File: src/rtl/scbank.sv
module scbank #(
  parameter logic [7:0] ID0 = 8'h6A,
  parameter logic [7:0] ID1 = 8'h0B,
  parameter logic [7:0] ID2 = 8'h01,
  parameter logic [7:0] ID3 = 8'h33,
  parameter logic [7:0] ID4 = 8'h77,
  parameter logic [7:0] ID5 = 8'h41
) (
  input  logic       clk,
  input  logic       rst,
  input  logic       idx_ld,
  input  logic [7:0] idx_in,
  input  logic       wr_en,
  input  logic [7:0] wr_data,
  input  logic       rd_en,
  input  logic [7:0] irq_src,
  output logic [7:0] rd_data,
  output logic       ack_vld,
  output logic       ack_ok,
  output logic [7:0] idx_o
);
  localparam int NREG = 7;
  localparam int PW   = $clog2(NREG);

  logic [7:0]    idx;
  logic [7:0]    bank [NREG];
  logic          hit;
  logic [PW-1:0] slot;
  logic          hole;
  logic [7:0]    rmux;

  always_comb begin
    hit  = 1'b1;
    slot = '0;
    case (idx[7:1])
      7'h02:   slot = PW'(0);
      7'h03:   slot = PW'(1);
      7'h05:   slot = PW'(2);
      7'h06:   slot = PW'(3);
      7'h07:   slot = PW'(4);
      7'h09:   slot = PW'(5);
      7'h0B:   slot = PW'(6);
      default: hit = 1'b0;
    endcase
  end

  assign hole = (idx == 8'h09) || (idx == 8'h10) || (idx == 8'h11) || (idx >= 8'h18);

  always_comb begin
    rmux = 8'h00;
    if (hit) rmux = bank[slot];
    else
      case (idx)
        8'h00: rmux = ID0;
        8'h01: rmux = ID1;
        8'h02: rmux = ID2;
        8'h03: rmux = ID3;
        8'h08: rmux = irq_src;
        8'h14: rmux = ID4;
        8'h15: rmux = ID5;
        default: rmux = 8'h00;
      endcase
  end

  always_ff @(posedge clk) begin
    if (rst) begin
      idx     <= '0;
      rd_data <= '0;
      ack_vld <= 1'b0;
      ack_ok  <= 1'b0;
      for (int i = 0; i < NREG; i++) bank[i] <= '0;
    end else begin
      ack_vld <= 1'b0;
      ack_ok  <= 1'b0;
      if (idx_ld) begin
        idx <= idx_in;
      end else if (wr_en) begin
        ack_vld <= 1'b1;
        ack_ok  <= !hole;
        if (!hole) idx <= idx + 8'd1;
        if (hit) bank[slot] <= idx[0] ? (bank[slot] & ~wr_data) : (bank[slot] | wr_data);
      end else if (rd_en) begin
        rd_data <= rmux;
        idx     <= idx + 8'd1;
      end
    end
  end

  assign idx_o = idx;
endmodule

File: config.mk
export PLATFORM = sky130hd
export DESIGN_NAME = scbank
export DESIGN_NICKNAME = d
export VERILOG_FILES = /design/src/rtl/scbank.sv
export SDC_FILE = /design/constraint.sdc
export NUM_CORES = 1
export LEC_CHECK = 0
export ABC_CLOCK_PERIOD_IN_PS = 2350
export BUFFER_PORTS_ARGS = -buffer_cell sky130_fd_sc_hd__buf_4
export CORE_ASPECT_RATIO = 0.5
export CORE_UTILIZATION = 40
export DETAILED_ROUTE_END_ITERATION = 8
export GPL_ROUTABILITY_DRIVEN = 0
export GPL_TIMING_DRIVEN = 1
export SLEW_MARGIN = 15
export SYNTH_ARGS = -nofsm -noshare
export SYNTH_HDL_FRONTEND = slang
export SYNTH_SLANG_ARGS = --single-unit
File: constraint.sdc
create_clock -name clk -period 2.35 [get_ports clk]
set_input_delay 0.235 -clock clk [delete_from_list [all_inputs] [get_ports clk]]
set_output_delay 0.235 -clock clk [all_outputs]
set_load 0.01 [all_outputs]
Word level (Yosys, flattened, before mapping):

Memory sizes are Yosys's and may differ from the RTL's.
Index checks and enable logic that the tools add are counted.

* flip-flop bits (word level): 18
* RAM bits: 56
* bits of input ports: 29
* output and inout bits: 18
* logic and storage cells: 61
* memories kept: 1

* $add $sub $neg: 1
* order comparisons: 1
* equality and inequality tests: 17
* multiplexer cells: 20
* bitwise operators: 5
* reduce and logical (&&, ||, !) cells: 12

Memories
* bank: depth 7, width 8, rd ports 1, clocked after Yosys merged registers in 0, wr ports 7, RTL line 26 `logic [7:0] bank [NREG];`

Operators with widths (count)
* 8-bit two-way mux: 7
* 8-bit one-hot mux with 7 select lines: 1
* 8-bit by 5-bit == test with 1-bit output (second input constant): 4
* 7-bit by 3-bit == test with 1-bit output (second input constant): 3
* 3-bit one-hot mux with 6 select lines: 1
* 8-bit by 2-bit == test with 1-bit output (second input constant): 2
* 8-bit by 4-bit == test with 1-bit output (second input constant): 2
* 7-bit by 2-bit == test with 1-bit output (second input constant): 2
* 7-bit by 4-bit == test with 1-bit output (second input constant): 2
* 1-bit two-way mux: 10
* 8-bit by 1-bit adder with 8-bit output (second input constant): 1
* 8-bit bitwise AND: 1
* 8-bit by 1-bit == test with 1-bit output (second input constant): 1
* 8-bit by 5-bit greater-or-equal comparator with 1-bit output (second input constant): 1
* 8-bit logical NOT: 1
* 8-bit inverter: 1
* 8-bit OR: 1
* 8-bit OR reduction: 1
* 7-bit OR reduction: 1
* 1-bit logical OR: 3
* 3-bit two-way mux: 1
* 3-bit != test (second input constant): 1
* 3-bit AND reduction: 1
* 3-bit nonzero test: 1
* 5 further kinds: 6

Logic depth before layout (Yosys ltp):

* word-level depth: 10
* gate-level depth with buffers: 10
* mapped depth without buffers: 8

Worst setup path after synthesis:

No wires, ideal clock.

* path kind: reg2reg
* start: register idx[1] (netlist: idx_o[1])
* end: register idx[5] (netlist: idx_o[5])
* setup time: 0.115 ns
* arrival time: 2.192 ns
* required time: 2.235 ns
* setup slack: 0.044 ns
* cell stages (with the launch flop): 10
* buffers on the path: 1
* period minus slack after synthesis: 2.306 ns
* cell sequence: dfxtp_1 > buf_6 > inv_1 > ha_1 > nor2b_1 > o21ai_0 > a41oi_1 > or4_1 > xnor2_1 > o21a_1

* cells in the longest elaborated chain, start to end: 6
* elaborated cells on any way between the ends: 14
* those cells by class: add/sub (1); order compare (1); eq/ne (4); mux (4); reduce/logical (4)

Ends and longest elaborated chain
* from (decl): RTL line 25 `logic [7:0] idx;`
* from (signal assigned): RTL line 76 `idx <= idx_in;`
* from (signal assigned): RTL line 80 `if (!hole) idx <= idx + 8'd1;`
* from (signal assigned): RTL line 84 `idx <= idx + 8'd1;`
* branches (longest 6 deep; another with 8-bit by 1-bit adder with 8-bit output)

Several ways; the timed one is not identified. The select of a mux whose other input is x is not followed.
A chain may end at the register's enable or synchronous reset.

Worst setup path in the final report:

* start: register idx[2] (netlist: idx_o[2])
* end: register rd_data[2]

* cells in the longest elaborated chain, start to end: 4
* elaborated cells on any way between the ends: 20
* those cells by class: eq/ne (13); mux (4); reduce/logical (2); memory (1)

Ends and longest elaborated chain
* 7-bit by 4-bit == test with 1-bit output, or another cell as far along: RTL line 35 `case (idx[7:1])`
* 3-bit one-hot mux with 6 select lines or 7-bit OR reduction (tied branches)
* memory 7 x 8 bit or 1-bit two-way mux (tied branches)
* 8-bit two-way mux *: RTL line 51 `if (hit) rmux = bank[slot];`
* to (signal assigned): RTL line 83 `rd_data <= rmux;`
* to (decl): RTL line 17 `output logic [7:0] rd_data,`

Mark *: on every way between the ends. The rest lies on a longest branch, timed or not.

==> impl_summary.log <==
INFO  metric nets = approximately 600
INFO  metric rsz_0062_raised_after_global_routing = true
INFO  metric power.static_leakage = roughly 2.3 nW
INFO  metric syn_area_per_cell = roughly 9.8 um^2
INFO  metric area_of_placed_instances = about 0.0055 mm^2
INFO  metric timing.critical_path.max_delay_family = compound AO/OA/AOI/OAI gates
INFO  metric ctsRootBufferMaster = clkbuf_16
INFO  metric synthesis.area = roughly 0.0046 mm^2
INFO  metric core_area = ~0.011 mm^2
INFO  metric cts-buffers-inserted = 9
INFO  metric via_count_of_the_first_global_routing_pass = approximately 3,800
INFO  metric io_buffer_count = between 40 and 50
INFO  metric diode_count = 0
INFO  metric post_synth_inst_count = roughly 470
INFO  metric io_pins = 47
INFO  metric number_of_drc_violations_after_detailed_routing = 0
INFO  metric track_usage = roughly a quarter
INFO  metric synth_flop_cell = edfxtp_1
INFO  metric hold_class = in2reg
INFO  metric cts_tree = done
INFO  metric cp-start-kind = register
INFO  metric clockBufferDepth = 2
INFO  metric max_stage_delay = around 480 ps
INFO  metric wl_per_cell = between 15 and 20 um
INFO  metric initial_utilization = between 40% and 50%
INFO  metric drv.max_cap_violation_count = 0
INFO  metric drive_above_1_share = between 20 and 30%
INFO  metric first_pass_iters = 4
INFO  metric fillers = approximately 1,000
INFO  metric yosysTopAreaCellShare = between 30% and 40%
INFO  metric worst-endpoint-arrival = ~2500 ps
INFO  metric vias = a little under 4,000
INFO  metric timing_hold_violations_final = 0
INFO  metric clock_insertion_delay_worst_skew = approximately 340 ps
INFO  metric synthTopCellsByArea = edfxtp_1 37%, dfxtp_1 11%, nor2_1 5.0%
INFO  metric timing.slew.headroom = 62.5%
INFO  metric setup_ws = a little under 80 ps
INFO  metric cts_num_sinks = slightly above 80
INFO  metric fmax = around 440 MHz
INFO  metric total_power = 3.71 mW
INFO  metric grt_overflow_total = 0
INFO  metric fp.dieArea = roughly 0.012 mm^2
INFO  metric synth_sequential_area_ratio = 48.0%
INFO  metric hold_ws = between 100 and 150 ps
INFO  metric wirelength = 13.3 mm
INFO  metric synth_edf_count = 56
INFO  metric result_of_the_run = complete, no violations
INFO  metric multi_input_comb_area = about 0.0023 mm^2
INFO  metric ant_nets = 0
INFO  metric drt_first_iter_violations = roughly 380
INFO  metric grt_max_degree = 33
INFO  metric width_of_the_chip = 153 um
INFO  metric period_minus_slack = 2270 ps
INFO  metric worstPathRequired = 2600 ps
INFO  metric worstSetupPathType = reg2reg
INFO  metric setup_viol_count_final = 0
INFO  metric finish.instance_area = 0.00594 mm^2
INFO  metric yosys.cell_types.count = 64
INFO  metric core.rowCount = 27
INFO  metric synth-async-reset-ratio = 0%
INFO  metric worst-path-buf-inv = 1
INFO  metric worstPathCellList = buf_6 -> o211ai_1 -> o21a_1 -> a211oi_2 -> o21ai_1 -> or3_1 -> a211oi_1
INFO  metric path_clk_slew = ~60 ps
INFO  metric ys_ff_latch = 82
INFO  metric worst_slew_pin_slew = 562 ps
INFO  metric wire_length_of_the_first_global_routing_pass = ~21 mm
INFO  metric end_kind = register
INFO  metric post-route-period-util = about 97%
INFO  metric post-synth-top-area-cell = edfxtp_1
INFO  metric maximum_fanout_encountered_on_the_critical_timing_path = 27
INFO  metric cts-hold-fix-buffers = 0
INFO  metric max-vdd-ir-drop = 0.354 mV
INFO  metric finalClockSkew = approximately 9.1 ps
INFO  metric ys.warnings.count = 0
INFO  metric areaGrowthSynthToFinish = 29.6%
INFO  metric place_ws = -95.0 ps
INFO  metric via_per_inst = around 5.6
INFO  metric die-height = about 78 um
INFO  metric layout.cells.most_common_list = 104 x buf_4, 60 x nor2_1, 56 x edfxtp_1
INFO  metric leading_cell_type_in_the_layout_fill_and_taps_excluded = buf_4
INFO  metric worst_path_max_delay_cell = or3_1
INFO  metric htreeDepth = 3
INFO  metric grt_antenna_before_repair = 0
INFO  metric power_per_cell_area = approximately 620 mW/mm^2
INFO  metric place.detailed.hpwl = approximately 9.9 mm
INFO  metric regArea = 0.00221 mm^2
INFO  metric final_max_slew_viol_count = 0
==> worst min-delay path, stage by stage <==
cell and delay, ps:
buf_4 80, mux2i_1 60, nor2_1 70
==> stage by stage <==
step	utilization (%)	setup TNS (ps)	instances
after floorplan	-	0	473
after global placement	49.9	-782	697
after detailed placement	49.9	-1200	697
after CTS	52.8	0	714
after global routing	53.6	-70.9	716
final	53.6	0	716
==> final cells by class <==
class                   instances  share of cell area [%]
clock buffers                   9                    3.79
clock inverters                 7                    1.26
inverters                      18                    1.14
multi-input cells             343                    38.1
flip-flops and latches         82                    37.1
well taps                     145                    3.05
repair buffers                112                    15.5
==> report_power, final <==
group          switching [mW]  internal [mW]  total [mW]  leakage (nW)
logic                   0.367          0.293       0.660          1.40
clock network           0.599          0.828        1.43         0.140
registers              0.0315           1.59        1.62         0.793
==> state kept, by name, indices dropped and copies added, names as in the netlist <==
| name | count |
|---|---|
| rd_data | 8 |
| idx_o | 8 |
| ack_vld | 1 |
| bank | 64 |
| ack_ok | 1 |
==> path summary, 6_finish.rpt <==
kind,from,endpoint,slack [ps],depth (start not counted)
max reg2reg,idx_o[2],rd_data[2],80,7
min reg2reg,bank[6][6],bank[6][6],500,2
min,idx_in[0],idx_o[0],130,3
max,idx_o[2],rd_data[2],80,7
==> cell usage after synthesis (all sizes together) (5+ instances only) <==
master,number
inv,18
a211oi,13
nor3,36
a211o,8
dfxtp,26
a221oi,7
nor3b,7
edfxtp,56
o21a,9
nor2,62
mux2i,18
clkbuf,14
nand2,25
o21ai,15
o31ai,8
nand4,5
nor2b,5
xnor2,8
nand3b,8
nand3,16
a21oi,24
nand2b,7
and2,5
a21o,5
o22ai,5
buf,16
==> metal layers <==
layer | part of all wire (%) | wire, um | up-vias | GRT usage (%)
li1 | - | - | 1913 | -
met3 | 7.0 | 924 | 11 | 5.81
met5 | 0 | 0 | - | 0
met2 | 44 | 5850 | 131 | 35.8
met4 | 0.85 | 113 | 0 | 5.10
met1 | 48 | 6380 | 1919 | 33.7
==> timing repair <==
action,in CTS,in global routing
setup buffers,1,2
gates resized for setup,4,19
pin swaps,2,3
endpoints found under the setup margin,33,68
==> kinds of logic (layout without fill, tap and decap cells) <==
group                    Yosys count  count (layout)  share of synthesized area (%)
multiplexers                      19              19                           4.18
flip-flops                        82              82                           48.0
adder cells (fa/ha/maj)            4               4                           1.09
AND/OR/NAND/NOR                  192             192                           21.3
XOR/XNOR                           9               9                           1.72
buffers and inverters             48             146                           4.99
AO/OA/AOI/OAI                    111             111                           18.6
other                              1               8                         0.0818
Note: power is estimated with default switching activity, not from simulation.
